### config.mk
export PLATFORM = sky130hd
export DESIGN_NAME = lane_mask_ctrl
export DESIGN_NICKNAME = d
export VERILOG_FILES = /design/src/rtl/lane_mask_pkg.sv /design/src/rtl/lane_mask_decode.sv /design/src/rtl/lane_mask_datapath.sv /design/src/rtl/lane_mask_ctrl.sv
export SDC_FILE = /design/constraint.sdc
export NUM_CORES = 1
export LEC_CHECK = 0
export ABC_AREA = 1
export BUFFER_PORTS_ARGS = -buffer_cell sky130_fd_sc_hd__buf_2
export CELL_PAD_IN_SITES_DETAIL_PLACEMENT = 0
export CELL_PAD_IN_SITES_GLOBAL_PLACEMENT = 2
export CORE_ASPECT_RATIO = 1.75
export CORE_MARGIN = 3
export CORE_UTILIZATION = 30
export DETAILED_ROUTE_END_ITERATION = 6
export PLACE_DENSITY = 0.93
export SYNTH_ARGS = -nofsm -noshare
export SYNTH_HDL_FRONTEND = slang
export SYNTH_SLANG_ARGS = --single-unit
### constraint.sdc
create_clock -name clk -period 4.3 [get_ports clk]
set_input_delay 0.215 -clock clk [delete_from_list [all_inputs] [get_ports clk]]
set_output_delay 0.215 -clock clk [all_outputs]
set_load 0.02 [all_outputs]
### src/rtl/lane_mask_pkg.sv
package lane_mask_pkg;
  typedef enum logic [3:0] {
    OP_NOP      = 4'd0,
    OP_IF       = 4'd1,
    OP_ELSE     = 4'd2,
    OP_END      = 4'd3,
    OP_LOOP     = 4'd4,
    OP_BRK      = 4'd5,
    OP_IFBRK    = 4'd6,
    OP_ELSEBRK  = 4'd7,
    OP_KILLV    = 4'd8,
    OP_KILLC    = 4'd9,
    OP_SKIP     = 4'd10
  } maskOp_e;

  typedef enum logic [2:0] {
    MS_AND_COND,
    MS_ELSE_SWAP,
    MS_OR_SAVED,
    MS_ANDN_SAVED,
    MS_ANDN_COND,
    MS_CLEAR
  } maskSel_e;

  typedef enum logic [1:0] {
    SS_PARKED,
    SS_ACTIVE,
    SS_ACT_OR_IN,
    SS_COND_OR_IN
  } savedSel_e;

  typedef struct packed {
    logic      ldMask;
    maskSel_e  maskSel;
    logic      ldSaved;
    savedSel_e savedSel;
    logic      loopChk;
    logic      skipChk;
  } maskStrobes_t;
endpackage

### src/rtl/lane_mask_decode.sv
module lane_mask_decode
  import lane_mask_pkg::*;
(
  input  logic         cmdValid,
  input  logic [3:0]   cmdOp,
  input  logic         constSign,
  output maskStrobes_t strobes
);
  always_comb begin
    strobes = '{ldMask: 1'b0, maskSel: MS_AND_COND, ldSaved: 1'b0,
                savedSel: SS_PARKED, loopChk: 1'b0, skipChk: 1'b0};
    if (cmdValid) begin
      case (maskOp_e'(cmdOp))
        OP_IF: begin
          strobes.ldMask   = 1'b1;
          strobes.maskSel  = MS_AND_COND;
          strobes.ldSaved  = 1'b1;
          strobes.savedSel = SS_PARKED;
        end
        OP_ELSE: begin
          strobes.ldMask   = 1'b1;
          strobes.maskSel  = MS_ELSE_SWAP;
          strobes.ldSaved  = 1'b1;
          strobes.savedSel = SS_ACTIVE;
        end
        OP_END: begin
          strobes.ldMask  = 1'b1;
          strobes.maskSel = MS_OR_SAVED;
        end
        OP_LOOP: begin
          strobes.ldMask  = 1'b1;
          strobes.maskSel = MS_ANDN_SAVED;
          strobes.loopChk = 1'b1;
        end
        OP_BRK: begin
          strobes.ldSaved  = 1'b1;
          strobes.savedSel = SS_ACT_OR_IN;
        end
        OP_IFBRK, OP_ELSEBRK: begin
          strobes.ldSaved  = 1'b1;
          strobes.savedSel = SS_COND_OR_IN;
        end
        OP_KILLV: begin
          strobes.ldMask  = 1'b1;
          strobes.maskSel = MS_ANDN_COND;
        end
        OP_KILLC: begin
          strobes.ldMask  = constSign;
          strobes.maskSel = MS_CLEAR;
        end
        OP_SKIP: strobes.skipChk = 1'b1;
        default: ;
      endcase
    end
  end
endmodule

### src/rtl/lane_mask_datapath.sv
module lane_mask_datapath
  import lane_mask_pkg::*;
#(
  parameter int LANES = 64
) (
  input  logic               clk,
  input  logic               rstN,
  input  maskStrobes_t       strobes,
  input  logic [LANES-1:0]   condMask,
  input  logic [LANES-1:0]   savedIn,
  output logic [LANES-1:0]   activeMask,
  output logic [LANES-1:0]   savedOut,
  output logic               execZero,
  output logic               loopBack,
  output logic               skipTaken
);
  localparam logic [LANES-1:0] ALL_ON = {LANES{1'b1}};

  logic [LANES-1:0] maskNext;
  logic [LANES-1:0] savedNext;

  always_comb begin
    case (strobes.maskSel)
      MS_AND_COND:   maskNext = activeMask & condMask;
      MS_ELSE_SWAP:  maskNext = (activeMask | savedIn) ^ activeMask;
      MS_OR_SAVED:   maskNext = activeMask | savedIn;
      MS_ANDN_SAVED: maskNext = activeMask & ~savedIn;
      MS_ANDN_COND:  maskNext = activeMask & ~condMask;
      default:       maskNext = '0;
    endcase
    if (!strobes.ldMask) maskNext = activeMask;
  end

  always_comb begin
    case (strobes.savedSel)
      SS_PARKED:    savedNext = activeMask ^ (activeMask & condMask);
      SS_ACTIVE:    savedNext = activeMask;
      SS_ACT_OR_IN: savedNext = activeMask | savedIn;
      default:      savedNext = condMask | savedIn;
    endcase
    if (!strobes.ldSaved) savedNext = savedOut;
  end

  always_ff @(posedge clk or negedge rstN) begin
    if (!rstN) begin
      activeMask <= ALL_ON;
      savedOut   <= '0;
      execZero   <= 1'b0;
      loopBack   <= 1'b0;
      skipTaken  <= 1'b0;
    end else begin
      activeMask <= maskNext;
      savedOut   <= savedNext;
      execZero   <= (maskNext == '0);
      loopBack   <= strobes.loopChk && (maskNext != '0);
      skipTaken  <= strobes.skipChk && (activeMask == '0);
    end
  end
endmodule

### src/rtl/lane_mask_ctrl.sv
module lane_mask_ctrl
  import lane_mask_pkg::*;
#(
  parameter int LANES = 64
) (
  input  logic             clk,
  input  logic             rstN,
  input  logic             cmdValid,
  input  logic [3:0]       cmdOp,
  input  logic [LANES-1:0] condMask,
  input  logic [LANES-1:0] savedIn,
  input  logic             constSign,
  output logic [LANES-1:0] activeMask,
  output logic [LANES-1:0] savedOut,
  output logic             execZero,
  output logic             loopBack,
  output logic             skipTaken
);
  maskStrobes_t strobes;

  lane_mask_decode decode_i (
    .cmdValid (cmdValid),
    .cmdOp    (cmdOp),
    .constSign(constSign),
    .strobes  (strobes)
  );

  lane_mask_datapath #(.LANES(LANES)) dp_i (
    .clk       (clk),
    .rstN      (rstN),
    .strobes   (strobes),
    .condMask  (condMask),
    .savedIn   (savedIn),
    .activeMask(activeMask),
    .savedOut  (savedOut),
    .execZero  (execZero),
    .loopBack  (loopBack),
    .skipTaken (skipTaken)
  );
endmodule

# Yosys cells after proc, flatten, opt, wreduce, memory -nomap -nowiden
# Cells that the tools add are included.
[totals] ff_bits=131 output_inout_bits=131 elab_cells=46
[classes] n_eq_ne=16 mux=8 bitwise=9 n_reduce_logical=8
[op_table] operator="$pmux 64 s5" n=1
[op_table] operator="$and 64x64->64" n=3
[op_table] operator="$pmux 64 s3" n=1
[op_table] operator="$logic_not 64->1" n=2
[op_table] operator="$not 64->64" n=2
[op_table] operator="$or 64x64->64" n=2
[op_table] operator="$xor 64x64->64" n=2
[op_table] operator="$mux 64" n=1
[op_table] operator="$reduce_bool 64->1" n=1
[op_table] operator="$pmux 4 s6" n=1
[op_table] operator="$eq 4x3->1 const B" n=4
[op_table] operator="$eq 4x4->1 const B" n=3
[op_table] operator="$pmux 3 s4" n=1
[op_table] operator="$mux 9" n=1
[op_table] operator="$eq 4x2->1 const B" n=2
[op_table] operator="$eq 3x2->1 const B" n=2
[op_table] operator="$eq 4x1->1 const B" n=1
[op_table] operator="$eq 3x1->1 const B" n=1
[op_table] operator="$eq 3x3->1 const B" n=1
[op_table] operator="$logic_not 3->1" n=1
[op_table] operator="$eq 2x1->1 const B" n=1
[op_table] operator="$eq 2x2->1 const B" n=1
[op_table] operator="$logic_and 1x1->1" n=2
[op_table] operator="$logic_not 2->1" n=1
[op_table] operator="2 further kinds" n=3

# Depth between registers and ports, before layout
[depth] ltp_word=9 ltp_mapped=20 mapped_depth_nobuf=19

# Hierarchy
# Synthesis repeated with hierarchy kept, for this count alone.
[hier_totals] cells_unflattened=1622 hier_area_um2=10121.0
[by_module_without_submodules] module="lane_mask_datapath" n_inst=1 cells_per_inst=1585 area_per_inst_um2=9940.8 seq_area_each_um2=3358.2
[by_module_without_submodules] module="lane_mask_decode" n_inst=1 cells_per_inst=37 area_per_inst_um2=180.2 seq_area_each_um2=0.0

# Worst setup path after synthesis
# OpenSTA, ideal clock, no wires.
[synth_timing] kind="input port to flip-flop" start="input port cmdValid" end="register dp_i.loopBack" setup_time_ns=0.136 arrival_time_ns=1.773 t_required_ns=4.164 slack_ns=2.391 stages=13 path_buffers=4 path_cell_list="buf_2 buf_1 nand4_1 nand2_2 buf_6 buf_4 nor2_1 a21oi_1 nand3_1 nor2_1 nand2_1 nor2_1 a21oi_1"
[synth_via] elab_chain_len=6 elab_cells_between_ends=10
[synth_lines] element="from (decl)" line_no="lane_mask_ctrl.sv:8" rtl="input logic cmdValid,"
[synth_lines] element="$mux 9 *" line_no="lane_mask_decode.sv:12" rtl="if (cmdValid) begin"
[synth_lines] element="$eq 3x3->1 (tied with other cells)" line_no="lane_mask_datapath.sv:23" rtl="case (strobes.maskSel)"
[synth_lines] element="$pmux 64 s5" line_no="lane_mask_datapath.sv:23"
[synth_lines] element="$mux 64" line_no="lane_mask_datapath.sv:31" rtl="if (!strobes.ldMask) maskNext = activeMask;"
[synth_lines] element="$reduce_bool 64->1" line_no="lane_mask_datapath.sv:55" rtl="loopBack <= strobes.loopChk && (maskNext != '0);"
[synth_lines] element="$logic_and 1x1->1 *" line_no="lane_mask_datapath.sv:55"
[synth_lines] element="to (signal assigned)" line_no="lane_mask_datapath.sv:55"
[synth_lines] element="to (decl)" line_no="lane_mask_datapath.sv:14" rtl="output logic loopBack,"
# Mark *: on every way between the ends. The rest lies on a longest branch, timed or not.
# A chain may end at the register's enable or synchronous reset.

# Final worst setup path
[layout_timing] start="input port cmdValid" end="register dp_i.loopBack"
[layout_via] elab_chain_len=6 elab_cells_between_ends=10
[layout_lines] element="$mux 9 *" line_no="lane_mask_decode.sv:12"
[layout_lines] element="$eq 3x3->1 (tied with other cells)" line_no="lane_mask_datapath.sv:23"
[layout_lines] element="$pmux 64 s5" line_no="lane_mask_datapath.sv:23"
[layout_lines] element="$mux 64 *" line_no="lane_mask_datapath.sv:31"
[layout_lines] element="named net dp_i.maskNext[47]" line_no="lane_mask_datapath.sv:19" rtl="logic [LANES-1:0] maskNext;"
[layout_lines] element="$reduce_bool 64->1 *" line_no="lane_mask_datapath.sv:55"
[layout_lines] element="$logic_and 1x1->1 *" line_no="lane_mask_datapath.sv:55"
# Mark *: on every way through the listed nets, which the timed path passes. The rest lies on a longest branch.

==> parameters.txt <==
Parameter                              Value

Layout
  Commonest non-fill, non-tap cell in the layout    nand2_1
  Post-synthesis to final-layout area growth    22.6%
  Proportion of layout cells with a drive suffix above 1    roughly a quarter
  Total non-filler cell area in the finished layout    ~12000 sq um
  Most used cells in the layout excluding fill and tap cells    nand2_1 (493), buf_2 (265), nor2_1 (189), nand3_1 (187), a21oi_1 (104)
  Final Core Density    a little under two fifths
  Number of nets in the layout    about 2000

Routing
  Routed wirelength normalized by instance count    20.6 um
  Overall via count from detail_route    12400
  Via count normalized by instance count    approximately 5.4
  First DRT Iteration DRCs    ~980
  DRC violations left    0
  Length of the first detailed-routing pass in iterations    5
  Count of nets left with antenna violations after detail routing    0
  WL final    roughly 47000 um

Logic synthesis
  Post-Synthesis Mean Instance Area    between 6 and 7 sq um
  Warnings from Yosys    0
  Dominant cell type by area after synthesis    nand2_1
  Async set-or-reset flop fraction in the synthesized netlist    100%
  Most instantiated flip-flop cell in the synthesis netlist    dfrtp_1
  Number of storage elements in the synthesis netlist    between 100 and 150
  Share of the yosys chip area belonging to registers    between 30% and 40%
  Share of the synthesized area in the top cell type    a little under a fifth
  Post-Synthesis Net Count    1758
  EDFF count, synth    0
  Cell area after technology mapping    10200 sq um
  Distinct cell type count after synthesis    36
  Cell count after synthesis    about 1600
  Largest cells by area after synthesis    nand2_1 (18%), dfstp_2 (17%), dfrtp_1 (17%), nand3_1 (9.2%), nor2_1 (7.0%)

Global routing
  Global-route track usage on met1    slightly below 30%
  Wire length of the first global-routing pass    73000 um
  Most Used Layer, Global Route    met2
  Global-route congestion overflow total    0
  Number of antenna violations at the first check in global routing    7
  Met3 Resource Use GR    under 10%
  Maximum number of pins on one net before global-route repair    ~120
  Number of global-route vias before repair    ~12000
  Tot GR Track Use    between 20% and 30%
  Met2 capacity usage during global routing    46.1%

Setup path
  Cell with the most instances on the worst path    nand2_1
  Worst-path fanout max    31
  Critical path buffer and inverter count    2
  Worst setup SP type    primary input
  Endpoint type of the worst setup path    flip-flop
  Slowest Stage Delay on Critical Path    around 0.83 ns
  Slowest CP cell    nand2_1
  Worst setup path category    primary input to flip-flop
  Data required time at the worst endpoint    4.62 ns
  Cells along the critical path    buf_2 -> nand3_4 -> nand2_1 -> buf_4 -> o21ai_1 -> o21ai_0 -> nand3_1 -> nand2_1 -> nand2_1 -> nor2_1 -> nand2_1 -> nor2_1 -> nand2_1 -> nor2_1 -> a21oi_1
  Arrival time of the worst setup path    between 3 and 4 ns
  Dominant delay contributor by cell family on the critical path    simple AND/OR/NAND/NOR gates

Power and ir drop
  Worst ir drop on vdd    between 0.0003 and 0.0004 V
  Combinational fraction of design power    34.5%
  Switching power of the nets    2.27 mW
  Clock group share of total power    30.3%
  P_int    approximately 3.3 mW
  Share of total power consumed by net switching    40.7%
  Proportion of power drawn by flip-flops and latches    35.2%
  Leakage power figure    6.09 nW
  Power per unit of standard cell area    between 400 and 500 nW/um^2

Timing
  Peak Freq    ~320 MHz
  Portion of the clock cycle consumed by the worst path in the final layout    72.9%
  Fin crit period    about 3.1 ns
  Setup Skew    about 0.0075 ns
  Headroom to the max-slew limit    26.8%
  Final count of hold timing violations    0
  Unrepaired setup endpoints after global routing    no
  Final slew viol count    0
  Final TNS setup    0 ns
  Final hold slack    0.106 ns
  Setup violations, final    0
  Tightest Pin Transition    around 1.1 ns
  Final setup margin    roughly 1.2 ns

Placed design
  Area after detailed placement    approximately 12000 sq um
  Detail Placement HPWL    31800 um
  Final estimated routing congestion in global placement    around 0.86
  Setup Slack @ Placement    approximately 0.76 ns
  Number of buffers inserted by port buffering    about 270

Clocking
  TritonCTS clock tree    done
  Number of gates resized after cts    0
  Worst skew pair latency    between 0.4 and 0.5 ns
  Clk sink count    roughly 130
  CTS clk-pin slew, worst paths    0.06 ns
  Number of H-tree levels    4
  Total CTS buffers    17
  Bufs on Longest Clock Path    2
  Clock root buffer    clkbuf_16

Hold path
  Hold/Removal Path Class    primary input to flip-flop

Run
  Count of maximum capacitance violations    0

Floorplanning
  Ports placed on the boundary    267
  Site row count    between 80 and 90
  Total die area    36200 sq um
  Effective utilization at floorplan    30.7%
  Core region area    33100 sq um
  Height of the die    between 200 and 250 um
  Chip width    between 100 and 150 um

Outcome
  Status    finished clean
==> kinds of logic after synthesis <==
group	count (synthesis)	synth area share [%]
AND/OR/NAND/NOR	1000	42.5
AO/OA/AOI/OAI	287	15.8
buffers and inverters	204	8.60
flip-flops	131	33.1
==> path summary, 6_finish.rpt <==
check                                    from                end  slack [ns]  cells after the start
max in group asynchronous                rstN  dp_i.savedOut[13]        3.17                      3
hold / removal                   condMask[21]  dp_i.savedOut[21]        0.11                      4
min in group asynchronous                rstN  dp_i.savedOut[43]        0.18                      2
hold reg to reg             dp_i.savedOut[16]  dp_i.savedOut[16]        0.49                      2
setup reg to reg           dp_i.activeMask[0]     dp_i.skipTaken        2.15                      4
setup / recovery                     cmdValid      dp_i.loopBack        1.16                     15
==> metal layers <==
layer,share of wire (%),vias up
met3,5.6,123
met5,0.074,-
li1,-,5863
met4,4.7,6
met2,51,510
met1,38,5944
==> cell usage after synthesis (3+ instances only) <==
| cell | n |
|---|---|
| buf_6 | 3 |
| buf_4 | 10 |
| a31oi_1 | 24 |
| nand2_2 | 5 |
| nand2_1 | 495 |
| nor2_2 | 3 |
| a41oi_1 | 22 |
| nor3_1 | 11 |
| o211ai_1 | 10 |
| nand3_1 | 187 |
| nand4_1 | 60 |
| a21oi_1 | 104 |
| dfstp_2 | 64 |
| buf_1 | 4 |
| clkbuf_1 | 44 |
| inv_2 | 7 |
| o21ai_0 | 98 |
| o21ai_1 | 17 |
| dfrtp_1 | 67 |
| a21boi_0 | 4 |
| buf_2 | 36 |
| o41ai_1 | 3 |
| inv_1 | 98 |
| or2_2 | 28 |
| nor4_1 | 13 |
| nor2_1 | 190 |
==> final cells by class <==
cell class                      instances  area [sq um]
Antenna cell                            5          12.5
Clock inverter                          9           176
Timing Repair Buffer                  288          1520
Inverter                              105           394
Clock buffer                           23           478
Multi-Input combinational cell       1287          5960
Sequential cell                       131          3360
Tap cell                              450           563
Fill cell                            3650         20700
==> worst reg2reg max path: stages, from the launching register on <==
cell     delay, ns
dfstp_2       0.41
nor4_1        0.59
nand4_1       0.36
or4_1         0.54
nor2_1        0.16
==> flip-flops by register name (all words and copies together), names as in the netlist <==
| name | count |
|---|---|
| dp_i.skipTaken | 1 |
| dp_i.savedOut | 64 |
| dp_i.activeMask | 64 |
| dp_i.execZero | 1 |
| dp_i.loopBack | 1 |
==> timing repair <==
action	4_1_cts	5_1_grt
endpoints found under the hold margin	17	0
hold buffers	1	0
setup buffers	0	0
==> power groups by stage <==
stage / Sequential [mW] / Clock, mW / Combinational [mW]
floorplan: 2.19 / 0 / 0.872
global placement: 1.97 / 0 / 1.91
detailed placement: 1.97 / 0 / 1.93
CTS: 1.96 / 1.71 / 1.93
global route: 2.01 / 1.75 / 2.13
finish: 1.96 / 1.69 / 1.93
==> per-stage QoR <==
step	instances	power, mW
floorplan	1622	3.06
global placement	2260	3.88
detailed placement	2260	3.90
CTS	2293	5.60
global route	2297	5.88
finish	2298	5.58
(Power assumes the default switching activity.)
